==> src/rtl/sio_pkg.sv <==
// Package: register indices and bit positions shared by the serial port
// front-end and its checker. No logic is held here.
package sio_pkg;

    typedef enum logic [1:0] {
        IDX_RX   = 2'd0,
        IDX_TX   = 2'd1,
        IDX_STAT = 2'd2,
        IDX_CTRL = 2'd3
    } reg_idx_e;

    // status word bit positions
    localparam int ST_RXV  = 0;
    localparam int ST_RXF  = 1;
    localparam int ST_TXE  = 2;
    localparam int ST_TXF  = 3;
    localparam int ST_PEND = 4;

    // control word bit positions
    localparam int CT_RST_TX = 0;
    localparam int CT_RST_RX = 1;
    localparam int CT_IE     = 4;

    localparam int NUM_REGS = 4;

endpackage

==> src/rtl/sio_rxq.sv <==
// Module: receive byte queue.
// A circular buffer of DEPTH entries with a write pointer and an occupancy
// count. The read position is derived as write pointer minus count.
// Assumes that DEPTH is a power of two, so the pointer arithmetic wraps naturally.
// A clear empties the queue and overrides a push in the same cycle.
// A pop while the queue is empty is ignored, but dout still shows the slot at the read position.
module sio_rxq #(
    parameter int DEPTH = 8,
    parameter int W     = 8,
    localparam int PW   = $clog2(DEPTH),
    localparam int CW   = $clog2(DEPTH + 1)
) (
    input  logic          clk,
    input  logic          rst_n,
    input  logic          clr,
    input  logic          push,
    input  logic [W-1:0]  din,
    input  logic          pop,
    output logic [W-1:0]  dout,
    output logic [CW-1:0] count,
    output logic [CW-1:0] count_nx,
    output logic          full,
    output logic          empty
);

    logic [W-1:0]  mem [DEPTH];
    logic [PW-1:0] wptr;
    logic [PW-1:0] rptr;
    logic          do_push;
    logic          do_pop;

    assign full    = (count == CW'(DEPTH));
    assign empty   = (count == '0);
    assign do_push = push && !full && !clr;
    assign do_pop  = pop && !empty && !clr;
    assign rptr    = wptr - count[PW-1:0];
    assign dout    = mem[rptr];

    // Next occupancy: clear wins, otherwise push and pop net out.
    always_comb begin
        if (clr)
            count_nx = '0;
        else
            count_nx = count + CW'(do_push) - CW'(do_pop);
    end

    // Storage write; slots are not reset, so stale contents stay visible.
    always_ff @(posedge clk) begin
        if (do_push)
            mem[wptr] <= din;
    end

    // Pointer and count update.
    always_ff @(posedge clk) begin
        if (!rst_n || clr) begin
            wptr  <= '0;
            count <= '0;
        end else begin
            if (do_push)
                wptr <= wptr + 1'b1;
            count <= count_nx;
        end
    end

endmodule

==> src/rtl/sio_txhold.sv <==
// Module: transmit holding register.
// Holds one outgoing byte and offers it on a valid/ready handshake.
// A load is taken only while nothing is outstanding; a load at any other time is dropped.
// Assumes that the consumer may raise ready at any time. The byte leaves on the first cycle with ready high.
module sio_txhold #(
    parameter int W = 8
) (
    input  logic         clk,
    input  logic         rst_n,
    input  logic         load,
    input  logic [W-1:0] din,
    output logic [W-1:0] tx_byte,
    output logic         tx_valid,
    input  logic         tx_ready
);

    // Capture a new byte when idle, and release it on handshake.
    always_ff @(posedge clk) begin
        if (!rst_n) begin
            tx_valid <= 1'b0;
            tx_byte  <= '0;
        end else if (!tx_valid) begin
            if (load) begin
                tx_valid <= 1'b1;
                tx_byte  <= din;
            end
        end else if (tx_ready) begin
            tx_valid <= 1'b0;
        end
    end

endmodule

==> src/rtl/sio_regfront.sv <==
// Module: serial port register front-end (top).
// Decodes a word-addressed register bank over a simple strobe bus.
// Registers: receive data (pop), transmit data (push to holding register),
// status (read-only) and control (stored as written).
// Keeps a sticky pending flag and drives a level interrupt.
// Assumes at most one bus access per cycle. Read data is combinational and valid in the strobe cycle.
module sio_regfront
    import sio_pkg::*;
#(
    parameter int ADDR_W   = 8,
    parameter int DATA_W   = 32,
    parameter int RX_DEPTH = 8,
    parameter int BYTE_W   = 8,
    localparam int CW      = $clog2(RX_DEPTH + 1)
) (
    input  logic              clk,
    input  logic              rst_n,
    input  logic              bus_rd,
    input  logic              bus_wr,
    input  logic [ADDR_W-1:0] bus_addr,
    input  logic [DATA_W-1:0] bus_wdata,
    output logic [DATA_W-1:0] bus_rdata,
    input  logic [BYTE_W-1:0] rx_byte,
    input  logic              rx_valid,
    output logic              rx_ready,
    output logic [BYTE_W-1:0] tx_byte,
    output logic              tx_valid,
    input  logic              tx_ready,
    output logic              irq
);

    logic [ADDR_W-1:0] widx;
    logic              in_map;
    reg_idx_e          sel;
    logic              wr_tx, wr_ctrl, wr_stat, rd_rx, rx_clr;
    logic [DATA_W-1:0] ctrl_q;
    logic [DATA_W-1:0] stat_w;
    logic              pend;
    logic [BYTE_W-1:0] rx_dout;
    logic [CW-1:0]     rx_cnt, rx_cnt_nx;
    logic              rx_full, rx_empty;

    // Word index decode.
    assign widx    = bus_addr >> 2;
    assign in_map  = (widx < ADDR_W'(NUM_REGS));
    assign sel     = reg_idx_e'(widx[1:0]);
    assign wr_tx   = bus_wr && in_map && (sel == IDX_TX);
    assign wr_ctrl = bus_wr && in_map && (sel == IDX_CTRL);
    assign wr_stat = bus_wr && in_map && (sel == IDX_STAT);
    assign rd_rx   = bus_rd && in_map && (sel == IDX_RX);
    assign rx_clr  = wr_ctrl && bus_wdata[CT_RST_RX];

    sio_rxq #(.DEPTH(RX_DEPTH), .W(BYTE_W)) rxq_i (
        .clk      (clk),
        .rst_n    (rst_n),
        .clr      (rx_clr),
        .push     (rx_valid),
        .din      (rx_byte),
        .pop      (rd_rx),
        .dout     (rx_dout),
        .count    (rx_cnt),
        .count_nx (rx_cnt_nx),
        .full     (rx_full),
        .empty    (rx_empty)
    );

    assign rx_ready = !rx_full;

    sio_txhold #(.W(BYTE_W)) txh_i (
        .clk      (clk),
        .rst_n    (rst_n),
        .load     (wr_tx),
        .din      (bus_wdata[BYTE_W-1:0]),
        .tx_byte  (tx_byte),
        .tx_valid (tx_valid),
        .tx_ready (tx_ready)
    );

    // Control word: stored exactly as written.
    always_ff @(posedge clk) begin
        if (!rst_n)
            ctrl_q <= '0;
        else if (wr_ctrl)
            ctrl_q <= bus_wdata;
    end

    // Sticky pending flag: set by occupancy and transmit writes, re-evaluated by control writes.
    always_ff @(posedge clk) begin
        if (!rst_n)
            pend <= 1'b0;
        else if (wr_ctrl)
            pend <= (rx_cnt_nx != '0);
        else
            pend <= pend || (rx_cnt_nx != '0) || wr_tx;
    end

    // Status word assembly; line error bits stay zero.
    always_comb begin
        stat_w          = '0;
        stat_w[ST_RXV]  = !rx_empty;
        stat_w[ST_RXF]  = rx_full;
        stat_w[ST_TXE]  = !tx_valid;
        stat_w[ST_TXF]  = tx_valid;
        stat_w[ST_PEND] = pend;
    end

    // Read data multiplexer.
    always_comb begin
        bus_rdata = '0;
        if (in_map) begin
            unique case (sel)
                IDX_RX:   bus_rdata = DATA_W'(rx_dout);
                IDX_TX:   bus_rdata = '0;
                IDX_STAT: bus_rdata = stat_w;
                IDX_CTRL: bus_rdata = ctrl_q;
            endcase
        end
    end

    // Interrupt gate.
    assign irq = pend && ctrl_q[CT_IE];

endmodule

==> config.mk <==
export PLATFORM = sky130hd
export DESIGN_NAME = sio_regfront
export DESIGN_NICKNAME = d
export VERILOG_FILES = /design/src/rtl/sio_pkg.sv /design/src/rtl/sio_rxq.sv /design/src/rtl/sio_txhold.sv /design/src/rtl/sio_regfront.sv
export SDC_FILE = /design/constraint.sdc
export NUM_CORES = 1
export LEC_CHECK = 0
export ABC_AREA = 1
export BUFFER_PORTS_ARGS = -buffer_cell sky130_fd_sc_hd__buf_2
export CAP_MARGIN = 15
export CORE_MARGIN = 10
export CORE_UTILIZATION = 45
export CTS_BUF_LIST = sky130_fd_sc_hd__clkbuf_4
export DETAILED_ROUTE_END_ITERATION = 10
export GPL_ROUTABILITY_DRIVEN = 1
export HOLD_SLACK_MARGIN = 0.06
export PLACE_DENSITY = 0.69
export REMOVE_ABC_BUFFERS = 1
export SYNTH_ARGS = -nofsm -noshare
export SYNTH_HDL_FRONTEND = slang
export SYNTH_HIERARCHICAL = 1
export SYNTH_SLANG_ARGS = --single-unit
==> constraint.sdc <==
create_clock -name clk -period 4.1 [get_ports clk]
set_input_delay 0.205 -clock clk [delete_from_list [all_inputs] [get_ports clk]]
set_output_delay 0.205 -clock clk [all_outputs]
set_load 0.02 [all_outputs]
-- Yosys cells after proc, flatten, opt, wreduce, memory -nomap -nowiden
Memories as Yosys holds them, arrays and structs flattened.
Cells that the tools add are included.
- $add $sub $neg: 4
- order comparisons: 1
- equality and inequality tests: 4
- mux-type cells: 9
- bitwise operators: 1
- reduce and logical (&&, ||, !) cells: 23
- operators with widths (operator ; count):
    $pmux W32 S4 ; 1
    $mux W32 ; 1
    $logic_and A1 B1 Y1 ; 11
    $lt A6 B3 Y1 const B ; 1
    $mux W1 ; 6
    $logic_not A1 Y1 ; 5
    $add A4 B1 Y4 ; 1
    $eq A2 B2 Y1 const B ; 2
    $eq A4 B4 Y1 const B ; 1
    $logic_not A4 Y1 ; 1
    $mux W4 ; 1
    $reduce_bool A4 Y1 ; 1
    $sub A4 B1 Y4 ; 1
    $add A3 B1 Y3 const B ; 1
    $logic_or A1 B1 Y1 ; 3
    $sub A3 B3 Y3 ; 1
    $eq A2 B1 Y1 const B ; 1
    $logic_not A2 Y1 ; 1
    $reduce_and A2 Y1 ; 1
    $not A1 Y1 ; 1
- bits in registers: 49
- bits in writable memories: 64
- output and inout port bits: 43
- memories: 1
- memories (memory ; words ; bits a word ; read ports ; clocked after Yosys merged registers in ; wr ports ; line ; RTL):
    rxq_i.mem ; 8 ; 8 ; 1 ; 0 ; 1 ; sio_rxq.sv:26 ; logic [W-1:0] mem [DEPTH];

-- Longest topological paths before layout
Gate-level depths: netlist of the first run.
- word-level depth: 13
- gate-level depth with buffers: 21
- gate-level depth less buffers: 20

-- Cells and area by module
Netlist of the first run, hierarchy kept.
- modules (own cells, without submodules) (module ; times used ; cells each ; area an instance (µm²) ; seq. area each (µm²)):
    sio_rxq ; 1 ; 316 ; 3259.4 ; 2062.0
    sio_regfront ; 1 ; 253 ; 1596.5 ; 660.6
    sio_txhold ; 1 ; 58 ; 394.1 ; 180.2

-- Worst setup path before layout of the first run
OpenSTA, ideal clock, no wires.
- path type: input to register
- from: in bus_addr[4]
- to: reg pend
- setup time: 0.124 ns
- arrival: 2.436 ns
- data required time: 3.976 ns
- setup slack: 1.540 ns
- cell stages on the path: 19
- buffers on the path: 1
- cells stage by stage: nor2_1 > nand2_1 > inv_2 > nand3_4 > inv_2 > nand2_1 > inv_1 > buf_6 > inv_1 > nand2_1 > nor2_1 > ha_1 > inv_1 > ha_1 > fa_1 > inv_1 > nor2_1 > nor4_1 > a21oi_1
- cells in the longest elaborated chain, start to end: 13
- elaborated cells between the ends (all ways): 18
- those cells by class: 2 x add/sub; 1 x order compare; 2 x mux; 13 x reduce/logical
- RTL lines (item ; line ; RTL):
    from (decl) ; sio_regfront.sv:20 ; input logic [ADDR_W-1:0] bus_addr,
    $lt A6 B3 Y1 (*) ; sio_regfront.sv:45 ; assign in_map = (widx < ADDR_W'(NUM_REGS));
    $logic_and A1 B1 Y1 (*) ; -- ;
    $logic_and A1 B1 Y1 (*) ; sio_regfront.sv:48 ; assign wr_ctrl = bus_wr && in_map && (sel == IDX_CTRL);
    $logic_and A1 B1 Y1 (*) ; sio_regfront.sv:51 ; assign rx_clr = wr_ctrl && bus_wdata[CT_RST_RX];
    named net rx_clr ; sio_regfront.sv:35 ; logic wr_tx, wr_ctrl, wr_stat, rd_rx, rx_clr;
    $logic_not A1 Y1 ; sio_rxq.sv:34, sio_rxq.sv:35 ;
    $logic_and A1 B1 Y1 ; sio_rxq.sv:34 ; assign do_push = push && !full && !clr;
    $add A4 B1 Y4 ; sio_rxq.sv:44 ; count_nx = count + CW'(do_push) - CW'(do_pop);
    $sub A4 B1 Y4 ; sio_rxq.sv:44 ;
    $mux W4 (*) ; sio_rxq.sv:41 ; if (clr)
    named net rx_cnt_nx[1] ; sio_regfront.sv:40 ; logic [CW-1:0] rx_cnt, rx_cnt_nx;
    $reduce_bool A4 Y1 (*) ; sio_regfront.sv:92, sio_regfront.sv:94 ;
    $logic_or A1 B1 Y1 (2 in series) ; sio_regfront.sv:94 ; pend <= pend || (rx_cnt_nx != '0) || wr_tx;
    $mux W1 (*) ; sio_regfront.sv:91 ; else if (wr_ctrl)
    to (signal assigned) ; sio_regfront.sv:92 ; pend <= (rx_cnt_nx != '0);
    to (signal assigned) ; sio_regfront.sv:94 ;
    to (decl) ; sio_regfront.sv:38 ; logic pend;
The timed path passes the listed nets; every way through them passes the cells marked *.
A chain may end at the register's enable or synchronous reset.

-- Worst setup path after layout of the first run
- from: reg rxq_i.wptr[0]
- to: out bus_rdata[2]
- cells in the longest elaborated chain, start to end: 4
- RTL lines (item ; line ; RTL):
    from (decl) ; sio_rxq.sv:27 ; logic [PW-1:0] wptr;
    from (signal assigned) ; sio_rxq.sv:60 ; wptr <= wptr + 1'b1;
    $sub A3 B3 Y3 ; sio_rxq.sv:36 ; assign rptr = wptr - count[PW-1:0];
    $mem_v2 Z8 W8 ; -- ;
    named net rx_dout[2] ; sio_regfront.sv:39 ; logic [BYTE_W-1:0] rx_dout;
    $pmux W32 S4 ; sio_regfront.sv:111 ; unique case (sel)
    $mux W32 ; sio_regfront.sv:110 ; if (in_map) begin
    to (decl) ; sio_regfront.sv:22 ; output logic [DATA_W-1:0] bus_rdata,
The timed path passes the listed nets, and every way through them passes these cells.

==> results of run 1 <==
-- cell usage in the layout, fill, tap and decap left out, drive strengths merged, types with 8 or more instances in the layout --
cell and instances:
buf 100, clkbuf 19, dfxtp 49, dlygate4sd3 42, edfxtp 64, ha 8
inv 60, nand2 134, nand3 18, nor2 183, o21ai 63
-- per-stage QoR --
stage / power (mW) / hold WS [ps] / setup slack, ps
after global placement: 2.264 / 442.6 / 909.0
after detailed placement: 2.296 / 452.0 / 753.2
final: 3.155 / 147.3 / 860.1
after floorplan: 2.002 / 303.9 / 569.7
after CTS: 3.168 / 95.60 / 821.9
after global routing: 3.392 / 143.0 / 592.7
-- worst max-delay path by stage --
stage | startpoint | to | slack, ps | cells past startpoint
2_1_floorplan | bus_addr[4] | pend | 570 | 18
3_3_place_gp | bus_addr[4] | pend | 910 | 19
3_5_place_dp | bus_addr[4] | pend | 750 | 19
4_1_cts | rxq_i/wptr[0] | bus_rdata[5] | 820 | 12
5_1_grt | rxq_i/wptr[0] | bus_rdata[0] | 590 | 14
6_report | rxq_i/wptr[0] | bus_rdata[2] | 860 | 14
-- cells by family (layout without fill, tap and decap cells) --
kind of cell,Yosys count,after routing,share of synthesized area
simple gates,342,342,0.2617
flops,113,113,0.5529
buf+inv,86,232,0.08318
compound gates,75,75,0.07388
fa+ha+maj,10,10,0.02669
xor+xnor,1,1,0.001669
-- critical path, delay by kind of cell (launching register included) --
family                   cells  cell delay [ps]
AO/OA/AOI/OAI                3              360
AND/OR/NAND/NOR              4              330
flip-flops                   1              350
adder cells (fa/ha/maj)      2              820
buffers and inverters        5              700
-- registers in the layout, summed over array words and instances (netlist names) --
| register | flops |
|---|---|
| txh_i/tx_byte | 8 |
| rxq_i/mem | 64 |
| pend | 1 |
| ctrl_q | 32 |
| rxq_i/wptr | 3 |
| txh_i/tx_valid | 1 |
| rxq_i/count | 4 |
-- final cells by class --
type / count / share of cell area
flip-flops and latches: 113 / 0.4508
multi-input cells: 428 / 0.2967
clock inverters: 13 / 0.02215
well taps: 143 / 0.02779
inverters: 58 / 0.03498
clock buffers: 19 / 0.02215
repair buffers: 142 / 0.1454
-- per-layer routing --
metal	wire, um	vias up	part of all wire	GRT usage
li1	-	2262	-	-
met1	5544	1990	0.41	0.1928
met2	6397	174	0.47	0.2748
met3	1351	26	0.099	0.07279
met4	321	0	0.024	0.07219
met5	0	-	0	0
-- where the power goes --
part           internal (mW)  total [mW]  leakage (nW)  switching, mW
Combinational          0.357        1.04          1.66          0.680
Clock                  0.427       0.837         0.158          0.410
Sequential              1.26        1.28         0.977         0.0255
==> impl_metrics.tcl, run 1 <==
set metrics [dict create \
    final_nets 824 \
    synth_ff_type "edfxtp_1" \
    multi_input_area_mm2 0.001911 \
    min_to "pend" \
    synth.area.top_cells "edfxtp_1, dfxtp_1, nor2_1" \
    cts_resized 0 \
    cp_max_fo 18 \
    num_vias 4452 \
    dieHeight_um 128.0 \
    crit_top_cell "nand2_1" \
    wl_per_cell_um 14.86 \
    first_pass_iters 5 \
    fin_crit_sh 0.7902 \
    cts_buffers 17 \
    viasPerCell 4.860 \
    diodes 0 \
    crit_path_max_incr_delay_ps 670 \
    syn_to_final_growth_pct 22.64 \
    cts.hold.buffers_added 42 \
    timing.rr.start "rxq_i/count[2]" \
    dp.final_hpwl_um 8930 \
    post-place-cells 842 \
    postLayoutCoreUtil 0.5639 \
    wl_um 13610 \
    worstSkewPairLatency_ps 480 \
    status "finished, final reports clean" \
    cts_max_level 4 \
    drv_slew 0 \
    gp_congestion 0.9390 \
    ys_ff_latch 113 \
    crit_chain "inv_1 > ha_1 > inv_1 > fa_1 > buf_4 > o21ai_0 > o21ai_1 > nand2_1 > nand2_1 > nand2_1 > o211ai_1 > nand2_1 > inv_1 > buf_2" \
    critical_path_class "reg -> out" \
    cp-start-kind "flip-flop" \
    seq_area_frac_synth 0.5529 \
    hold_violations 0 \
    clk_path_buf_depth 2 \
    synthArstFlopShare 0 \
    rsz0062_at_grt "false" \
    die_w_um 128.0 \
    tritoncts "done" \
    grt_max_degree 43 \
    fill_cells 1026 \
    yosysMostFrequentCell "nor2_1" \
    drc 0 \
    avgSynthCellArea_um2 8.373 \
    ir_worst_vdd_mv 0.2377 \
    synth_cell_types 32 \
    postSynthCellCount 627 \
    drt_iter0_drc 277 \
    grt-ovfl-total 0 \
    port-buffer-count 94 \
    cellLeakagePower_nw 2.792 \
    synth_top_area_frac 0.3661 \
    finalSetupViolCount 0 \
    hold_depth 6 \
    yosysWarnings 6 \
    cap_violations 0 \
    grt_usage 0.1700 \
    yosysTopAreaCell "edfxtp_1" \
    endpoint_kind "output port" \
    layout-drive-gt1-share 0.1915 \
    core-area_mm2 0.01142 \
    grt_pass1_wl_um 22490 \
    clk_pin_slew_ps 100 \
    slew_headroom 0.3252 \
    min_path_type "in -> reg" \
    min_from "bus_addr[6]" \
    r2r_setup_slack_ps 1370 \
    design_area_mm2 0.006439 \
    cts_root_buf "clkbuf_4" \
    initial_core_util 0.4598 \
    place_area_mm2 0.005733 \
    worst_ep_arrival_time_ps 3030 \
    io_pins 97 \
    fp-row-count 39 \
    synth-edff-count 64 \
    postCtsSetupBuffers 0 \
    die-area_mm2 0.01639 \
    cp.required_ps 3890 \
    period_needed_ps 3240 \
    worst_pin_slew_ps 1009 \
    crit_slowest_cell "fa_1" \
    synth.top_cells.by_count "nor2_1, nand2_1, edfxtp_1" \
    first_global_vias 4621 \
    final_cells 916 \
    ff_latch_area_mm2 0.002903 \
    skew_ps 11.11 \
    reg2regPathDepth 12 \
    fmax_mhz 308.7 \
    synth.cell_area_mm2 0.005250 \
    antenna_left 0 \
    antenna_found_initial 0 \
    cts.sink_count 113 \
    regToRegEndpoint "pend" \
    timing.setup.tns_ps 0 \
    power_density_mw_per_mm2 490.1 \
]
(Power assumes the default switching activity.)
==> inputs of run 2 (changes only) <==
--- a/config.mk
+++ b/config.mk
@@ -5,7 +5,7 @@
 export SDC_FILE = /design/constraint.sdc
 export NUM_CORES = 1
 export LEC_CHECK = 0
-export ABC_AREA = 1
+export ABC_AREA = 0
 export BUFFER_PORTS_ARGS = -buffer_cell sky130_fd_sc_hd__buf_2
 export CAP_MARGIN = 15
 export CORE_MARGIN = 10
@@ -14,7 +14,7 @@
 export DETAILED_ROUTE_END_ITERATION = 10
 export GPL_ROUTABILITY_DRIVEN = 1
 export HOLD_SLACK_MARGIN = 0.06
-export PLACE_DENSITY = 0.69
+export PLACE_DENSITY = 0.72
 export REMOVE_ABC_BUFFERS = 1
 export SYNTH_ARGS = -nofsm -noshare
 export SYNTH_HDL_FRONTEND = slang
==> constraint.sdc (replaced) <==
create_clock -name clk -period 2.8 [get_ports clk]
set_input_delay 0.14 -clock clk [delete_from_list [all_inputs] [get_ports clk]]
set_output_delay 0.14 -clock clk [all_outputs]
set_load 0.02 [all_outputs]
==> impl_metrics.tcl, run 2 <==
set metrics [dict create \
    status "finished, violations left" \
    violations "negative setup slack" \
    final_cells 743 \
    synth_ff_type "edfxtp_1" \
    rsz0062_at_grt "true" \
    layout-drive-gt1-share 0.3449 \
    fmax_mhz 336.1 \
    grt-ovfl-total 0 \
    final_cell_mix "buf_2, edfxtp_1, dlygate4sd3_1" \
    final_nets 654 \
    skew_ps 14.18 \
    dp.final_hpwl_um 8430 \
    slew_headroom 0.2796 \
    worst_ep_arrival_time_ps 2840 \
    synth-edff-count 64 \
    grt_max_degree 56 \
    fin_crit_sh 1.063 \
    ir_worst_vdd_mv 0.3675 \
    num_vias 4085 \
    cap_violations 0 \
    diodes 0 \
    wl_per_cell_um 18.65 \
    clk_path_buf_depth 2 \
    ys_ff_latch 113 \
    power.switching_mw 1.310 \
    fp-row-count 38 \
    post-place-cells 649 \
    synthArstFlopShare 0 \
    first_global_vias 4231 \
    power_density_mw_per_mm2 688.9 \
    yosysTopAreaCell "edfxtp_1" \
    syn_to_final_growth_pct 34.24 \
    cp_max_fo 8 \
    dieHeight_um 126.3 \
    drc 0 \
    intPower_mw 3.394 \
    yosysWarnings 6 \
    cts.sink_count 113 \
    worstSkewPairLatency_ps 500 \
    avgSynthCellArea_um2 12.03 \
    wl_um 13860 \
    grt_pass1_wl_um 22070 \
    largest-register "rxq_i/mem" \
    seqPwrFrac 0.397 \
    reg_top3 "rxq_i/mem x64, ctrl_q x32, txh_i/tx_byte x8" \
    final_common_cell "buf_2" \
    switching_share 0.2784 \
    clk_pin_slew_ps 100 \
    synth_cell_types 40 \
    cellLeakagePower_nw 2.755 \
    core-area_mm2 0.01094 \
    timing.setup.tns_ps -1244 \
    min_path_type "in -> reg" \
    synth.cell_area_mm2 0.005087 \
    setup_slack_ps -175.4 \
    die_w_um 126.3 \
    cp-start-kind "flip-flop" \
    finalSetupViolCount 9 \
    viasPerCell 5.498 \
    cts_buffers 17 \
    critical_path_class "reg -> out" \
    postSynthCellCount 423 \
    holdWs_ps 124.3 \
    yosysMostFrequentCell "edfxtp_1" \
    io_pins 97 \
    cts_root_buf "clkbuf_4" \
    clockPowerShare 0.282 \
    combinationalPowerShare 0.321 \
    place_worst_setup_slack_ps -173.0 \
    drv_slew 0 \
    gp_congestion 0.8146 \
    die-area_mm2 0.01596 \
    antenna_found_initial 0 \
    synth.top_cells.by_count "edfxtp_1, dfxtp_1, a21oi_1" \
    tritoncts "done" \
    seq_area_frac_synth 0.5706 \
    initial_core_util 0.4652 \
    cts_max_level 4 \
    period_needed_ps 2975 \
    endpoint_kind "output port" \
    antenna_left 0 \
    port-buffer-count 94 \
    synth.area.top_cells "edfxtp_1, dfxtp_1, mux4_2" \
    fill_cells 826 \
    cp.required_ps 2660 \
    first_pass_iters 5 \
    worst_pin_slew_ps 1079 \
    synth_top_area_frac 0.3778 \
    largest_register_ffs 64 \
    hold_violations 0 \
    drt_iter0_drc 343 \
    grt_usage 0.1702 \
]
## run 2: cell types whose count changed after synthesis, moves of 7 or more
cell,previous run,this run
o21ai_1,34,0
nand2_1,129,19
nand2b_1,0,7
mux2_4,0,8
inv_2,7,0
mux4_2,0,10
nand3_1,15,35
clkbuf_1,5,22
nor2_1,182,18
mux2i_1,0,8
and3_1,0,26
a21oi_1,7,36
inv_1,49,15
buf_6,12,3
## run 2: routing by layer
| layer | up-vias | wire (um) | track usage |
|---|---|---|---|
| li1 | 1907 | - | - |
| met4 | 0 | 175 | 0.05626 |
| met1 | 2002 | 5751 | 0.2044 |
| met2 | 159 | 6850 | 0.2803 |
| met5 | - | 0 | 0 |
| met3 | 17 | 1079 | 0.05914 |
## run 2: critical path, cell delays in order (launching register included)
cell and delay [ps]:
dfxtp_4 360, inv_4 60, ha_4 120, inv_2 30, fa_2 590, buf_12 150
mux4_2 300, mux2_4 310, a22oi_2 170, nor2_1 70, buf_4 170
## run 2: through the flow
step	cell area, um^2	total power, mW	util
2_1_floorplan	4897	2.725	-
3_3_place_gp	5789	3.140	0.5294
3_5_place_dp	5789	3.182	0.5294
4_1_cts	6810	4.715	0.6228
5_1_grt	6829	4.902	0.6245
6_report	6829	4.704	0.6245
## run 2: repair_timing
item | 4_1_cts | 5_1_grt
gates resized for setup | 32 | 9
gates cloned | 1 | 0
hold endpoints to repair | 109 | 0
buffers inserted | 2 | 0
hold buffers | 59 | 0
endpoints found under the setup margin | 9 | 14
pin swaps | 5 | 3
## run 2: power by group through the flow
stage               logic [mW]  clock network [mW]  registers [mW]
floorplan                0.837                   0            1.89
detailed placement        1.28                   0            1.90
global placement          1.25                   0            1.89
global route              1.60                1.42            1.87
finish                    1.51                1.33            1.87
CTS                       1.50                1.35            1.87
## run 2: cell type report
class	instances	area (um^2)	share of cell area
flip-flops and latches	113	2913	0.4265
multi-input cells	260	2014	0.2950
repair buffers	183	1359	0.1990
well taps	140	175.2	0.02565
clock inverters	13	166.4	0.02437
clock buffers	19	142.6	0.02089
inverters	15	58.81	0.008611
## run 2: cell families (layout without fill, tap and decap cells)
kind of cell	after synthesis	count (layout)	share of synthesized area
AND/OR/NAND/NOR	127	127	0.1306
buffers and inverters	50	230	0.04845
multiplexers	37	37	0.1257
XOR/XNOR	3	3	0.008855
adder cells (fa/ha/maj)	10	10	0.02755
flip-flops	113	113	0.5706
AO/OA/AOI/OAI	83	83	0.08829
## run 2: worst paths after layout
check	startpoint	endpoint	slack, ps	cells past startpoint
setup / recovery	rxq_i/wptr[0]	bus_rdata[1]	-180	10
hold / removal	bus_addr[2]	ctrl_q[1]	120	4
setup reg to reg	rxq_i/count[2]	pend	-60	13
hold reg to reg	ctrl_q[30]	ctrl_q[30]	480	2
==> inputs of run 3 (changes only) <==
--- a/config.mk
+++ b/config.mk
@@ -14,8 +14,9 @@
 export DETAILED_ROUTE_END_ITERATION = 10
 export GPL_ROUTABILITY_DRIVEN = 1
 export HOLD_SLACK_MARGIN = 0.06
-export PLACE_DENSITY = 0.72
+export PLACE_DENSITY = 0.68
 export REMOVE_ABC_BUFFERS = 1
+export SKIP_LAST_GASP = 1
 export SYNTH_ARGS = -nofsm -noshare
 export SYNTH_HDL_FRONTEND = slang
 export SYNTH_HIERARCHICAL = 1
==> impl_metrics.tcl, run 3 (synthesis results as in run 2) <==
set metrics [dict create \
    worst_pin_slew_ps 1018 \
    regToRegEndpoint "pend" \
    port-buffer-count 94 \
    antenna_left 0 \
    initial_core_util 0.4652 \
    syn_to_final_growth_pct 32.24 \
    violations "negative setup slack" \
    critical_path_class "reg -> out" \
    cts_root_buf "clkbuf_4" \
    first_global_vias 3972 \
    final_cells 742 \
    finalSetupViolCount 9 \
    endpoint_kind "output port" \
    hold_violations 0 \
    wl_um 12860 \
    cap_violations 0 \
    final_common_cell "buf_2" \
    timing.rr.start "rxq_i/count[2]" \
    tritoncts "done" \
    largest_register_ffs 64 \
    place_worst_setup_slack_ps -176.9 \
    power_mw 4.345 \
    min_from "bus_addr[2]" \
    setup_slack_ps -162.2 \
    worstSkewPairLatency_ps 510 \
    cellLeakagePower_nw 2.701 \
    period_needed_ps 2962 \
    cp-start-kind "flip-flop" \
    drv_slew 0 \
    final_nets 653 \
    final_cell_mix "buf_2, edfxtp_1, dlygate4sd3_1" \
    first_pass_iters 4 \
    gp_congestion 0.8075 \
    die-area_mm2 0.01596 \
    fin_crit_sh 1.058 \
    grt_max_degree 56 \
    ir_worst_vdd_mv 0.2778 \
    antenna_found_initial 0 \
    clk_path_buf_depth 2 \
    holdWs_ps 119.3 \
    min_path_type "in -> reg" \
    drc 0 \
    postLayoutCoreUtil 0.6152 \
    cp_max_fo 8 \
    place_area_mm2 0.005797 \
    wl_per_cell_um 17.33 \
    timing.setup.tns_ps -1087 \
    clk_pin_slew_ps 100 \
    slew_headroom 0.3207 \
    dieHeight_um 126.3 \
    grt_usage 0.1572 \
    hold_depth 4 \
    reg2regPathDepth 13 \
    worst_ep_arrival_time_ps 2820 \
    post-place-cells 650 \
    rsz0062_at_grt "true" \
    postCtsSetupBuffers 0 \
    num_vias 3926 \
    design_area_mm2 0.006728 \
    cts_buffers 17 \
    grt-ovfl-total 0 \
    min_to "ctrl_q[1]" \
    cts.sink_count 113 \
    fp-row-count 38 \
    core-area_mm2 0.01094 \
    status "finished, violations left" \
    dp.final_hpwl_um 8261 \
    reg_top3 "rxq_i/mem x64, ctrl_q x32, txh_i/tx_byte x8" \
    cts_max_level 4 \
    die_w_um 126.3 \
    viasPerCell 5.291 \
    layout-drive-gt1-share 0.3322 \
    io_pins 97 \
    diodes 0 \
    power_density_mw_per_mm2 645.8 \
    r2r_setup_slack_ps -40 \
    cp.required_ps 2660 \
    grt_pass1_wl_um 20510 \
    skew_ps 18.23 \
    largest-register "rxq_i/mem" \
    fmax_mhz 337.6 \
    drt_iter0_drc 319 \
]
-- run 3: how the worst max path moves through the flow --
stage | from | to | cells past startpoint
final | rxq_i/wptr[0] | bus_rdata[4] | 10
after detailed placement | rxq_i/count[2] | pend | 13
after global placement | rxq_i/count[2] | pend | 13
after CTS | rxq_i/wptr[0] | bus_rdata[3] | 10
after floorplan | bus_addr[6] | pend | 12
after global routing | rxq_i/wptr[0] | bus_rdata[2] | 10
-- run 3: per-layer routing --
layer / routed length (um) / global-route usage / share of wire
met5: 0 / 0 / 0
met4: 55 / 0.04287 / 0.0043
met3: 984 / 0.05414 / 0.077
met2: 6200 / 0.2574 / 0.48
met1: 5620 / 0.1938 / 0.44
-- run 3: timing repair --
action                     CTS  global route
hold endpoints to repair   109             0
gates resized for setup      7            22
setup endpoints to repair    9            11
gates cloned                 0             1
pin swaps                    1             8
hold buffers                59             0
-- run 3: critical path, stage by stage (launching register included) --
cell,delay (ps)
dfxtp_2,330
inv_2,80
ha_4,120
inv_2,30
fa_2,590
buf_12,140
mux4_2,320
mux2_4,290
a22oi_2,200
nor2_2,70
buf_6,150
-- run 3: layout make-up --
cell class	count	area [um^2]
tap	140	175.2
sequential	113	2907
inverter	15	56.30
multi-input combinational	260	2001
timing repair buffer	182	1353
clock buffer	17	127.6
clock inverter	15	108.9
fill	863	4208
-- run 3: power breakdown --
| part | switching [mW] | total (mW) | internal (mW) |
|---|---|---|---|
| Combinational | 0.626 | 1.47 | 0.840 |
| Sequential | 0.0363 | 1.86 | 1.83 |
| Clock | 0.660 | 1.02 | 0.358 |
